===== config.mk =====
export PLATFORM = sky130hd
export DESIGN_NAME = adc_seq_status
export DESIGN_NICKNAME = d
export VERILOG_FILES = /design/src/rtl/adc_stat_pkg.sv /design/src/rtl/adc_sticky_flag.sv /design/src/rtl/adc_bus_decode.sv /design/src/rtl/adc_seq_ctrl.sv /design/src/rtl/adc_result_store.sv /design/src/rtl/adc_seq_status.sv
export SDC_FILE = /design/constraint.sdc
export NUM_CORES = 1
export LEC_CHECK = 0
export ABC_AREA = 0
export BUFFER_PORTS_ARGS = -buffer_cell sky130_fd_sc_hd__buf_2
export CAP_MARGIN = 30
export CORE_MARGIN = 4
export CORE_UTILIZATION = 55
export CTS_BUF_LIST = sky130_fd_sc_hd__clkbuf_2 sky130_fd_sc_hd__clkbuf_4 sky130_fd_sc_hd__clkbuf_8
export CTS_CLUSTER_DIAMETER = 100
export DETAILED_ROUTE_END_ITERATION = 10
export GPL_ROUTABILITY_DRIVEN = 0
export PLACE_DENSITY = 0.76
export SLEW_MARGIN = 15
export SYNTH_ARGS = -nofsm -noshare
export SYNTH_HDL_FRONTEND = slang
export SYNTH_SLANG_ARGS = --single-unit

===== constraint.sdc =====
create_clock -name clk -period 2.42 [get_ports clk]
set_clock_uncertainty 0.1 [all_clocks]
set_input_delay 0.121 -clock clk [delete_from_list [all_inputs] [get_ports clk]]
set_output_delay 0.121 -clock clk [all_outputs]
set_load 0.01 [all_outputs]

===== src/rtl/adc_stat_pkg.sv =====
package adc_stat_pkg;
  // register bus address map
  localparam int unsigned ADR_START = 0;
  localparam int unsigned ADR_ABT_LO = 1;
  localparam int unsigned ADR_ABT_HI = 3;
  localparam int unsigned ADR_STAT = 4;
  localparam int unsigned ADR_CCF = 5;
  localparam int unsigned ADR_RES = 8;
  // status byte field positions
  localparam int unsigned BIT_SEQ = 7;
  localparam int unsigned BIT_TOV = 5;
  localparam int unsigned BIT_ROV = 4;
  localparam int unsigned REG_W = 8;

  function automatic logic [REG_W-1:0] pack_status(input logic seq_done,
                                                   input logic trig_ovr,
                                                   input logic res_ovr,
                                                   input logic [2:0] ptr);
    logic [REG_W-1:0] b;
    b = '0;
    b[BIT_SEQ] = seq_done;
    b[BIT_TOV] = trig_ovr;
    b[BIT_ROV] = res_ovr;
    b[2:0] = ptr;
    return b;
  endfunction
endpackage


===== src/rtl/adc_sticky_flag.sv =====
module adc_sticky_flag (
  input  logic clk,
  input  logic rst_n,
  input  logic set_i,
  input  logic clr_i,
  output logic flag_o
);
  // hardware set has priority over any clear
  always_ff @(posedge clk or negedge rst_n) begin
    if (!rst_n) flag_o <= 1'b0;
    else        flag_o <= set_i | (flag_o & ~clr_i);
  end
endmodule


===== src/rtl/adc_bus_decode.sv =====
module adc_bus_decode
  import adc_stat_pkg::*;
#(
  parameter int unsigned NUM_RES = 8,
  parameter int unsigned ADDR_W  = 4
) (
  input  logic                bus_wr,
  input  logic                bus_rd,
  input  logic [ADDR_W-1:0]   bus_addr,
  input  logic [REG_W-1:0]    bus_wdata,
  input  logic                fast_clr,
  input  logic                edge_trig_mode,
  input  logic                trig_edge,
  input  logic                busy,
  output logic                start_wr,
  output logic                abort_wr,
  output logic                seq_w1c,
  output logic                tov_w1c,
  output logic                rov_w1c,
  output logic                res_rd_fast,
  output logic                trig_start,
  output logic                trig_ovr,
  output logic [NUM_RES-1:0]  ccf_w1c,
  output logic [NUM_RES-1:0]  res_rd
);
  logic stat_wr, ccf_wr;

  assign start_wr = bus_wr && (bus_addr == ADDR_W'(ADR_START));
  assign abort_wr = bus_wr && (bus_addr >= ADDR_W'(ADR_ABT_LO))
                           && (bus_addr <= ADDR_W'(ADR_ABT_HI));
  assign stat_wr  = bus_wr && (bus_addr == ADDR_W'(ADR_STAT));
  assign ccf_wr   = bus_wr && (bus_addr == ADDR_W'(ADR_CCF));

  assign seq_w1c  = stat_wr && bus_wdata[BIT_SEQ];
  assign tov_w1c  = stat_wr && bus_wdata[BIT_TOV];
  assign rov_w1c  = stat_wr && bus_wdata[BIT_ROV];

  // a trigger edge only counts in edge mode; control writes take precedence
  assign trig_start = edge_trig_mode && trig_edge && !busy && !start_wr && !abort_wr;
  assign trig_ovr   = edge_trig_mode && trig_edge && busy;

  for (genvar i = 0; i < NUM_RES; i++) begin : g_res
    assign res_rd[i]  = bus_rd && (bus_addr == ADDR_W'(ADR_RES + i));
    if (i < REG_W) begin : g_w1c
      assign ccf_w1c[i] = ccf_wr && bus_wdata[i];
    end else begin : g_now1c
      assign ccf_w1c[i] = 1'b0;
    end
  end

  assign res_rd_fast = fast_clr && (|res_rd);
endmodule


===== src/rtl/adc_seq_ctrl.sv =====
module adc_seq_ctrl #(
  parameter int unsigned NUM_RES = 8,
  localparam int unsigned PTR_W = $clog2(NUM_RES),
  localparam int unsigned LEN_W = PTR_W + 1
) (
  input  logic             clk,
  input  logic             rst_n,
  input  logic [LEN_W-1:0] seq_len,
  input  logic             scan_mode,
  input  logic             fifo_mode,
  input  logic             start_wr,
  input  logic             abort_wr,
  input  logic             trig_start,
  input  logic             conv_valid,
  output logic             conv_ready,
  output logic             accept,
  output logic             last,
  output logic             busy,
  output logic [PTR_W-1:0] ptr
);
  logic [PTR_W-1:0] cnt;
  logic [PTR_W-1:0] ptr_inc;
  logic             ctrl_wr;

  assign ctrl_wr    = start_wr | abort_wr;
  assign conv_ready = busy & ~ctrl_wr;
  assign accept     = conv_valid & conv_ready;
  assign last       = ({1'b0, cnt} + LEN_W'(1)) >= seq_len;
  assign ptr_inc    = (ptr == PTR_W'(NUM_RES - 1)) ? '0 : ptr + PTR_W'(1);

  always_ff @(posedge clk or negedge rst_n) begin
    if (!rst_n) begin
      busy <= 1'b0;
      cnt  <= '0;
      ptr  <= '0;
    end else if (ctrl_wr) begin
      // start or abort from the bus: pointer cleared regardless of mode
      busy <= start_wr;
      cnt  <= '0;
      ptr  <= '0;
    end else if (trig_start) begin
      busy <= 1'b1;
      cnt  <= '0;
      if (!fifo_mode) ptr <= '0;
    end else if (accept) begin
      if (last) begin
        cnt <= '0;
        if (!scan_mode) busy <= 1'b0;
        ptr <= fifo_mode ? ptr_inc : '0;
      end else begin
        cnt <= cnt + PTR_W'(1);
        ptr <= ptr_inc;
      end
    end
  end
endmodule


===== src/rtl/adc_result_store.sv =====
module adc_result_store
  import adc_stat_pkg::*;
#(
  parameter int unsigned NUM_RES = 8,
  parameter int unsigned DATA_W  = 10,
  parameter int unsigned ADDR_W  = 4,
  localparam int unsigned PTR_W = $clog2(NUM_RES)
) (
  input  logic               clk,
  input  logic               rst_n,
  input  logic               wr_en,
  input  logic [PTR_W-1:0]   wr_idx,
  input  logic [DATA_W-1:0]  wr_data,
  input  logic [ADDR_W-1:0]  rd_addr,
  input  logic [REG_W-1:0]   stat_byte,
  input  logic [NUM_RES-1:0] ccf_vec,
  output logic [DATA_W-1:0]  rd_data
);
  logic [DATA_W-1:0] res_q [NUM_RES];

  for (genvar i = 0; i < NUM_RES; i++) begin : g_reg
    always_ff @(posedge clk or negedge rst_n) begin
      if (!rst_n)                               res_q[i] <= '0;
      else if (wr_en && wr_idx == PTR_W'(i))    res_q[i] <= wr_data;
    end
  end

  always_comb begin
    rd_data = '0;
    if (rd_addr == ADDR_W'(ADR_STAT)) rd_data = DATA_W'(stat_byte);
    if (rd_addr == ADDR_W'(ADR_CCF))  rd_data = DATA_W'(ccf_vec);
    for (int i = 0; i < NUM_RES; i++) begin
      if (rd_addr == ADDR_W'(ADR_RES + i)) rd_data = res_q[i];
    end
  end
endmodule


===== src/rtl/adc_seq_status.sv =====
module adc_seq_status
  import adc_stat_pkg::*;
#(
  parameter int unsigned NUM_RES = 8,
  parameter int unsigned DATA_W  = 10,
  parameter int unsigned ADDR_W  = 4,
  localparam int unsigned PTR_W = $clog2(NUM_RES),
  localparam int unsigned LEN_W = PTR_W + 1
) (
  input  logic               clk,
  input  logic               rst_n,
  input  logic [LEN_W-1:0]   seq_len,
  input  logic               scan_mode,
  input  logic               fifo_mode,
  input  logic               edge_trig_mode,
  input  logic               trig_edge,
  input  logic               fast_clr,
  input  logic               conv_valid,
  output logic               conv_ready,
  input  logic [DATA_W-1:0]  conv_data,
  input  logic               bus_wr,
  input  logic               bus_rd,
  input  logic [ADDR_W-1:0]  bus_addr,
  input  logic [REG_W-1:0]   bus_wdata,
  output logic [DATA_W-1:0]  rd_data,
  output logic [REG_W-1:0]   status,
  output logic [NUM_RES-1:0] ccf,
  output logic               seq_busy
);
  logic start_wr, abort_wr, seq_w1c, tov_w1c, rov_w1c, res_rd_fast;
  logic trig_start, trig_ovr, accept, last;
  logic seq_done, tov_flag, rov_flag, new_seq;
  logic [NUM_RES-1:0] ccf_w1c, res_rd;
  logic [PTR_W-1:0]   ptr;

  adc_bus_decode #(.NUM_RES(NUM_RES), .ADDR_W(ADDR_W)) u_dec (
    .bus_wr(bus_wr), .bus_rd(bus_rd), .bus_addr(bus_addr), .bus_wdata(bus_wdata),
    .fast_clr(fast_clr), .edge_trig_mode(edge_trig_mode), .trig_edge(trig_edge),
    .busy(seq_busy), .start_wr(start_wr), .abort_wr(abort_wr),
    .seq_w1c(seq_w1c), .tov_w1c(tov_w1c), .rov_w1c(rov_w1c),
    .res_rd_fast(res_rd_fast), .trig_start(trig_start), .trig_ovr(trig_ovr),
    .ccf_w1c(ccf_w1c), .res_rd(res_rd)
  );

  adc_seq_ctrl #(.NUM_RES(NUM_RES)) u_ctrl (
    .clk(clk), .rst_n(rst_n), .seq_len(seq_len), .scan_mode(scan_mode),
    .fifo_mode(fifo_mode), .start_wr(start_wr), .abort_wr(abort_wr),
    .trig_start(trig_start), .conv_valid(conv_valid), .conv_ready(conv_ready),
    .accept(accept), .last(last), .busy(seq_busy), .ptr(ptr)
  );

  assign new_seq = start_wr | trig_start;

  adc_sticky_flag u_seq_flag (
    .clk(clk), .rst_n(rst_n), .set_i(accept & last),
    .clr_i(seq_w1c | start_wr | res_rd_fast), .flag_o(seq_done)
  );

  adc_sticky_flag u_tov_flag (
    .clk(clk), .rst_n(rst_n), .set_i(trig_ovr),
    .clr_i(tov_w1c | start_wr | abort_wr), .flag_o(tov_flag)
  );

  adc_sticky_flag u_rov_flag (
    .clk(clk), .rst_n(rst_n), .set_i(accept & ccf[ptr]),
    .clr_i(rov_w1c | new_seq), .flag_o(rov_flag)
  );

  for (genvar i = 0; i < NUM_RES; i++) begin : g_ccf
    adc_sticky_flag u_ccf (
      .clk(clk), .rst_n(rst_n), .set_i(accept && ptr == PTR_W'(i)),
      .clr_i(res_rd[i] | ccf_w1c[i] | new_seq), .flag_o(ccf[i])
    );
  end

  assign status = pack_status(seq_done, tov_flag, rov_flag, 3'(ptr));

  adc_result_store #(.NUM_RES(NUM_RES), .DATA_W(DATA_W), .ADDR_W(ADDR_W)) u_store (
    .clk(clk), .rst_n(rst_n), .wr_en(accept), .wr_idx(ptr), .wr_data(conv_data),
    .rd_addr(bus_addr), .stat_byte(status), .ccf_vec(ccf), .rd_data(rd_data)
  );
endmodule


Word-level counts from Yosys, hierarchy flattened
Cells that the tools add are included.
W data, S select, Z words.
{"block": "totals", "mem_count": 0, "rom_bits": 0, "regBits": 98, "mem_bits_rw": 0, "latchBits": 0, "output_inout_bits": 28}
{"block": "op_classes", "n_addsub": 3, "bitwise_logic": 61, "reduce_logical": 48, "n_eq_ne": 19, "order_cmp": 4, "multipliers": 0, "shifts": 0, "n_div": 0, "mux": 28}
{"operator": "$mux W10", "n": 8}
{"operator": "$logic_and A1 B1 Y1", "n": 38}
{"operator": "$or A1 B1 Y1", "n": 34}
{"operator": "$mux W3", "n": 11}
{"operator": "$eq A4 B4 Y1 const B", "n": 8}
{"operator": "$mux W8", "n": 2}
{"operator": "$and A1 B1 Y1", "n": 15}
{"operator": "$eq A3 B3 Y1 const B", "n": 4}
{"operator": "$not A1 Y1", "n": 12}
{"operator": "$eq A4 B3 Y1 const B", "n": 2}
{"operator": "$reduce_or A8 Y1", "n": 1}
{"operator": "$add A3 B1 Y3 const B", "n": 2}
{"operator": "$eq A3 B2 Y1 const B", "n": 2}
{"operator": "$mux W1", "n": 6}
{"operator": "$reduce_bool A3 Y1", "n": 2}
{"operator": "$add A3 B1 Y4 const B", "n": 1}
{"operator": "$ge A4 B1 Y1 const B", "n": 1}
{"operator": "$ge A4 B4 Y1", "n": 1}
{"operator": "$le A4 B2 Y1 const B", "n": 1}
{"operator": "$logic_not A4 Y1", "n": 1}
{"operator": "$lt A3 B4 Y1 const B", "n": 1}
{"operator": "$bmux W1 S3", "n": 1}
{"operator": "$eq A3 B1 Y1 const B", "n": 1}
{"operator": "$logic_not A1 Y1", "n": 3}
{"operator": "5 further kinds", "n": 5}

Longest topological paths before layout
Gate-level depths: netlist of the first run.
{"block": "depth", "depth_word": 11, "depth_mapped": 8, "mapped_depth_nobuf": 7}

By module
Synthesis of the first run repeated with hierarchy kept, for this count alone.
{"block": "hier_totals", "hier_cells": 487, "area_unflattened_um2": 5570.3}
{"mod": "adc_result_store", "seq_area_each_um2": 2001.9, "area_per_inst_um2": 4142.7, "instances": 1, "cells_per_inst": 324}
{"mod": "adc_seq_ctrl", "seq_area_each_um2": 175.2, "area_per_inst_um2": 556.8, "instances": 1, "cells_per_inst": 57}
{"mod": "adc_sticky_flag", "seq_area_each_um2": 25.0, "area_per_inst_um2": 36.3, "instances": 11, "cells_per_inst": 3}
{"mod": "adc_seq_status", "seq_area_each_um2": 0.0, "area_per_inst_um2": 262.8, "instances": 1, "cells_per_inst": 38}
{"mod": "adc_bus_decode", "seq_area_each_um2": 0.0, "area_per_inst_um2": 209.0, "instances": 1, "cells_per_inst": 35}

Least setup slack after synthesis of the first run
OpenSTA, ideal clock, no wires.
{"block": "synth_path", "path_kind": "register -> register", "from": "reg u_ctrl.cnt[0]", "to": "reg u_ctrl.cnt[2]", "setup_slack_ps": 180, "arrival_time_ps": 2024, "synth_period_minus_slack_ps": 2240, "path_stages_with_launch": 7, "required_time_ps": 2204, "path_buffers": 0, "path_cell_list": "dfrtp_1 ha_1 xor2_1 ha_1 a2111oi_1 o21ai_0 o311ai_0"}
{"block": "synth_via", "elab_chain_len": 6, "word_cells_on_any_way": 7}
{"item": "start: declaration", "line": "adc_seq_ctrl.sv:21", "text": "logic [PTR_W-1:0] cnt;"}
{"item": "start signal: assignment", "line": "adc_seq_ctrl.sv:51", "text": "cnt <= cnt + PTR_W'(1);"}
{"item": "$add A3 B1 Y4", "line": "adc_seq_ctrl.sv:28", "text": "assign last = ({1'b0, cnt} + LEN_W'(1)) >= seq_len;"}
{"item": "$ge A4 B4 Y1", "line": "adc_seq_ctrl.sv:28"}
{"item": "$mux W3 *", "line": "adc_seq_ctrl.sv:46", "text": "if (last) begin"}
{"item": "$mux W3 *", "line": "adc_seq_ctrl.sv:45", "text": "end else if (accept) begin"}
{"item": "$mux W3 *", "line": "adc_seq_ctrl.sv:41", "text": "end else if (trig_start) begin"}
{"item": "$mux W3 *", "line": "adc_seq_ctrl.sv:36", "text": "end else if (ctrl_wr) begin"}
Mark *: on every way between the ends. The rest lies on a longest branch, timed or not. The select of a mux whose other input is x is not followed.
A chain may end at the register's enable or synchronous reset.

Final worst setup path of the first run
Same ends and word-level chain as after synthesis.

==> flow_summary_export.csv, run 1 <==
group,metric,value,unit
setup_path,worstPathCellList,"ha_1 -> xor2_1 -> ha_1 -> a2111oi_2 -> buf_4 -> o21ai_0 -> o311ai_0",
setup_path,cpMostUsedCell,"ha_1",
sta,setup_violations,0,
setup_path,crit_fanout,5,
final_layout,area_growth,12.7,%
power_and_ir_drop,power_density,915,nW/um2
clocking,path_clk_slew,0.09,ns
setup_path,cp.required,2.56,ns
global_routing,grt_pass1_vias,4147,
final_layout,antenna_cells,0,
place,io_buffers,61,
run_status,outcome,"complete, no violations",
final_layout,finalNonFillerCells,655,
final_layout,final_layout_size_suffix_gt1_share,35.7,%
route,drtIter0Drc,242,
clocking,cts_tree,"done",
final_layout,final_cell_mix,"dfrtp_1 (98), mux2_2 (79), buf_2 (60), nand2_1 (35), mux2i_1 (25)",
place,dp_cells,630,
die,dieArea,11400,um2
synth,syn-instance-count,467,
sta,min_period_over_period,97.4,%
place,dpl.hpwl,8960,um
final_layout,final_common_cell,"dfrtp_1",
synth,synth_top_area_share,45.7,%
route,vias,4051,
die,core,9370,um2
synth,synth_seq_cells,98,
route,antenna_left,0,
synth,yosys.area.top_type,"dfrtp_1",
synth,postSynthAreaPerCell,11.5,um2
global_routing,grt_max_degree,55,
worst_hold_path,hp-class,"input port to register",
route,wl_per_cell,20.2,um
synth,ys_async_sr_fraction,100,%
synth,yosys-top-cells-area,"dfrtp_1 (46%), mux2_2 (17%), mux2i_1 (4.7%), ha_1 (2.6%), mux2_4 (2.5%)",
setup_path,worst_path_max_delay_cell,"dfrtp_1",
final_layout,nets,569,
power_and_ir_drop,leakagePower,2.96,nW
die,initial_core_util,57.3,%
global_routing,grt_overflow_total,0,
sta,tightest_slew,0.701,ns
clocking,numCtsBuffers,9,
die,rows,35,
route,via_per_inst,6.18,
sta,max_freq,424,MHz
synth,ys_seq_area_share,45.7,%
sta,final_hold_viol_count,0,
run,maxCapViolCount,0,
synth,synth-edff-count,0,
setup_path,crit_type,"register to register",
route,drt_wl_total,13200,um
global_routing,grt_pass1_wl,21800,um
clocking,h-tree-depth,3,
clocking,cts-root-buf,"clkbuf_8",
die,ioPinCount,64,
power_and_ir_drop,peakVddDrop,0.470,mV
clocking,cts_sinks,98,
synth,ys_dominant_reg_cell,"dfrtp_1",
sta,rsz0062_at_grt,"false",
setup_path,critical_path_arrival,2.49,ns
setup_path,slowest_delay,0.44,ns
synth,ys_warn_count,0,
sta,tns,0,ns
route,drt_pass1_iterations,4,
die,die-width,107,um
clocking,cts_buffer_depth,2,
clocking,insertion_delay,0.36,ns
sta,period_needed,2.36,ns
route,drc,0,
sta,holdWs,0.0105,ns
setup_path,cp-start-kind,"register",
sta,slew_violations,0,
clocking,cts_setup_buffers,0,
die,fp.dieH,107,um
sta,maxSlewHeadroom,53.3,%
global_routing,track_usage,24.2,%
synth,ys_types,49,
setup_path,end_kind,"register",
global_routing,grt_antenna_before_repair,0,
synth,netlist_area,5370,um2
[through the flow]
step           util (%)  instance area, um2  power [mW]  setup WS (ns)
2_1_floorplan         -                5370        3.94          0.180
3_3_place_gp       61.4                5760        4.36          0.328
3_5_place_dp       61.4                5760        4.47         0.0617
4_1_cts            64.5                6050        5.51         0.0399
5_1_grt            64.6                6050        5.87         0.0136
6_report           64.6                6050        5.53         0.0635
[synthesized netlist by cell type, types with 2 or more instances]
master,count
a211oi_1,7
a21oi_1,9
a2bb2oi_1,6
a31oi_1,5
a32o_1,7
a41o_1,3
and3_1,8
and3_4,2
and3b_1,3
buf_1,3
buf_2,6
buf_4,17
buf_6,4
clkbuf_1,14
dfrtp_1,98
ha_1,11
inv_1,15
mux2_2,79
mux2_4,9
mux2i_1,25
mux4_2,4
nand2_1,35
nand2b_1,5
nand3_1,15
nand4_1,2
nor2_1,14
nor2b_1,4
nor3_1,2
o2111ai_1,2
o211ai_1,6
o21a_1,2
o21ai_0,17
o22ai_1,8
o311ai_0,3
o31ai_1,2
xor2_1,2
[metal layers]
layer / vias up / global-route usage (%) / routed length (um)
li1: 1802 / - / -
met1: 2012 / 33.9 / 5810
met2: 206 / 37.7 / 6040
met3: 31 / 5.54 / 1110
met4: 0 / 6.94 / 269
met5: - / 0 / 0
[worst paths after layout]
path / to / cells past startpoint / from / slack, ns
setup reg to reg: u_ctrl.cnt[2] / 7 / u_ctrl.cnt[0] / 0.06
hold / removal: u_store.res_q[78] / 2 / conv_data[8] / 0.01
max in group asynchronous: u_store.res_q[7] / 3 / rst_n / 1.32
setup / recovery: u_ctrl.cnt[2] / 7 / u_ctrl.cnt[0] / 0.06
min in group asynchronous: u_ctrl.cnt[2] / 2 / rst_n / 0.20
hold reg to reg: u_store.res_q[25] / 1 / u_store.res_q[25] / 0.41
[final cells by class]
| type | count | area, um2 |
|---|---|---|
| Fill cell | 737 | 3320 |
| Multi-Input combinational cell | 311 | 2600 |
| Sequential cell | 98 | 2450 |
| Timing Repair Buffer | 87 | 591 |
| Clock buffer | 14 | 180 |
| Tap cell | 129 | 161 |
| Inverter | 15 | 56.3 |
| Clock inverter | 1 | 8.76 |
[state kept, by name (all words and copies together), names as in the netlist]
name and cells:
u_store.res_q 80, u_ctrl.ptr 3, u_tov_flag.flag_o 1, u_ctrl.busy 1
u_seq_flag.flag_o 1, g_ccf.u_ccf.flag_o 8, u_rov_flag.flag_o 1, u_ctrl.cnt 3
[cells by family after synthesis]
group	Yosys count	synth area share, %
XOR/XNOR	2	0.326
flip-flops	98	45.7
buffers and inverters	59	6.01
other	1	0.0699
AO/OA/AOI/OAI	80	10.5
adder cells (fa/ha/maj)	11	2.56
multiplexers	117	25.4
AND/OR/NAND/NOR	99	9.44
[timing repair]
| action | CTS | global route |
|---|---|---|
| resized for setup | 0 | 1 |
| hold buffers | 10 | 0 |
| endpoints found under the hold margin | 56 | 0 |
| endpoints found under the setup margin | 0 | 1 |
[worst max-delay path, delay by kind of cell (launching register included)]
kind	cells	cell delay (ns)
DFF	1	0.44
adders and majority gates	2	0.47
xor gates and xnor gates	1	0.16
AOI/OAI and AO/OA	3	0.86
buffers and inverters	1	0.21
[power breakdown]
group / switching (mW) / total [mW] / internal, mW
sequential: 0.421 / 2.64 / 2.22
clock: 0.546 / 1.03 / 0.480
combinational: 0.838 / 1.87 / 1.03
total: 1.81 / 5.53 / 3.73
No activity file was read; power rests on OpenSTA's default activity.
==> run 2: changes to the inputs <==
==> constraint.sdc (replaced) <==
create_clock -name clk -period 2.3 [get_ports clk]
set_clock_uncertainty 0.1 [all_clocks]
set_input_delay 0.115 -clock clk [delete_from_list [all_inputs] [get_ports clk]]
set_output_delay 0.115 -clock clk [all_outputs]
set_load 0.01 [all_outputs]
==> run 2 against run 1 <==
Compared with the run above:
- critical path depth down 1
- total power up 6.4%
- utilization grew 1.1 points
- combinational power rose by 7%
- clock power rose by 7%
- register-to-register slack improved by 0.07 ns
- sequential share of layout area fell by 0.70 points
- sequential power up 6%
- count of clock-buffer cells in the layout down 4
- non-clock buffer count grew 15
- maximum frequency up 8.8%
- critical path type unchanged
- critical endpoint unchanged
- highest routed layer unchanged
==> flow_summary_export.csv, run 2 (same netlist as run 1, synthesis figures left out) <==
group,metric,value,unit
setup_path,critical_path_arrival,2.34,ns
global_routing,track_usage,24.4,%
worst_hold_path,hp-class,"input port to register",
clocking,cts-root-buf,"clkbuf_8",
route,drc,0,
power_and_ir_drop,peakVddDrop,0.441,mV
setup_path,worst_path_max_delay_cell,"dfrtp_1",
place,postPlaceCellArea,5790,um2
sta,final_hold_viol_count,0,
global_routing,grt_pass1_wl,21800,um
final_layout,antenna_cells,0,
final_layout,top_regs,"u_store.res_q: 80 flops, g_ccf.u_ccf.flag_o: 8 flops",
setup_path,cp-start-kind,"register",
setup_path,slowest_delay,0.44,ns
setup_path,crit_type,"register to register",
sta,setup_violations,0,
sta,maxSlewHeadroom,57.2,%
sta,min_period_over_period,94.1,%
clocking,h-tree-depth,3,
final_layout,final_layout_size_suffix_gt1_share,36.8,%
route,wl_per_cell,20.1,um
global_routing,grt_max_degree,55,
run_status,outcome,"complete, no violations",
setup_path,end_kind,"register",
route,vias,4032,
sta,max_freq,462,MHz
setup_path,worstPathCellList,"ha_2 -> ha_1 -> a2111oi_2 -> buf_4 -> o21ai_0 -> o311ai_1",
power_and_ir_drop,swShare,32.7,%
place,pre_cts_ws,-0.00358,ns
route,antenna_left,0,
die,dieArea,11400,um2
setup_path,timing.critical_path.buf_inv,1,
die,die-width,107,um
final_layout,area_growth,14.7,%
die,initial_core_util,57.3,%
final_layout,top_register,"u_store.res_q",
sta,tightest_slew,0.642,ns
final_layout,fin_area,6160,um2
route,drt_wl_total,13500,um
final_layout,largest_reg_flops,80,
clocking,numCtsBuffers,9,
global_routing,grt_overflow_total,0,
final_layout,final_cell_mix,"dfrtp_1 (98), mux2_2 (79), buf_2 (60), nand2_1 (35), mux2i_1 (25)",
power_and_ir_drop,p_sw,1.93,mW
clocking,insertion_delay,0.36,ns
power_and_ir_drop,power_frac_comb,34.0,%
power_and_ir_drop,p_int,3.96,mW
route,drtIter0Drc,314,
sta,layout_setup_ws,0.135,ns
sta,slew_violations,0,
die,core,9370,um2
route,via_per_inst,6.02,
power_and_ir_drop,leakagePower,3.01,nW
place,dpl.hpwl,9080,um
sta,period_needed,2.17,ns
die,fp.dieH,107,um
die,ioPinCount,64,
final_layout,final_common_cell,"dfrtp_1",
clocking,path_clk_slew,0.10,ns
final_layout,nets,584,
power_and_ir_drop,p_clk_share,18.6,%
setup_path,crit_family,"compound AO/OA/AOI/OAI gates",
global_routing,grt_pass1_vias,4079,
die,rows,35,
global_routing,grt_antenna_before_repair,0,
power_and_ir_drop,power.share.sequential,47.3,%
setup_path,crit_fanout,5,
run,maxCapViolCount,0,
route,drt_pass1_iterations,5,
clocking,cts_sinks,98,
clocking,cts_buffer_depth,2,
power_and_ir_drop,power_density,956,nW/um2
clocking,cts_tree,"done",
setup_path,cp.required,2.47,ns
place,io_buffers,61,
final_layout,final_util,65.7,%
## run 2: timing repair
action | 4_1_cts | 5_1_grt
pin swaps | 0 | 2
setup buffers | 0 | 1
resized for setup | 1 | 3
hold buffers | 16 | 0
hold endpoints to repair | 80 | 0
setup endpoints to repair | 1 | 1
## run 2: worst reg2reg max path: cells and delay by family, from the launching register on
family | cells | cell delay, ns
buffers and inverters | 1 | 0.20
AO/OA/AOI/OAI | 3 | 0.73
adder cells (fa/ha/maj) | 2 | 0.61
flip-flops | 1 | 0.44
## run 2: final timing paths
path / from / endpoint / slack, ns / cells past startpoint
setup / recovery: u_ctrl.cnt[0] / u_ctrl.cnt[2] / 0.13 / 6
hold / removal: fast_clr / u_seq_flag.flag_o / 0.008 / 4
setup reg to reg: u_ctrl.cnt[0] / u_ctrl.cnt[2] / 0.13 / 6
hold reg to reg: u_store.res_q[21] / u_store.res_q[21] / 0.41 / 1
max in group asynchronous: rst_n / u_store.res_q[5] / 1.18 / 3
min in group asynchronous: rst_n / u_ctrl.cnt[2] / 0.20 / 2
## run 2: routing by layer
layer  GRT usage (%)  routed length [um]  vias up  part of all wire (%)
met5               0                   0        -                     0
met4            7.67                 303        0                   2.2
met3            3.91                 805       26                   6.0
met2            38.7                6290      173                    47
met1            34.7                6090     2011                    45
li1                -                   -     1822                     -
## run 2: area by class of cell
type,instances,area [um2]
tap,129,161
fill,748,3210
clock buffer,10,131
sequential,98,2450
inverter,15,56.3
clock inverter,5,56.3
timing repair buffer,102,693
multi-input combinational,311,2610
## run 2: through the flow
step	power, mW	cells	TNS [ns]	hold WS, ns
after floorplan	4.15	468	0	-0.281
after global placement	4.57	638	0	0.0658
after detailed placement	4.71	638	-0.00358	0.0665
after CTS	5.87	669	0	0.000901
after global routing	6.24	670	-0.00545	0.00483
final	5.89	670	0	0.00776
## run 2: power groups by stage
stage	clock network, mW	registers, mW	logic [mW]
finish	1.10	2.79	2.00
global route	1.19	2.85	2.20
CTS	1.12	2.76	1.99
detailed placement	0	2.79	1.91
global placement	0	2.75	1.83
floorplan	0	2.67	1.48
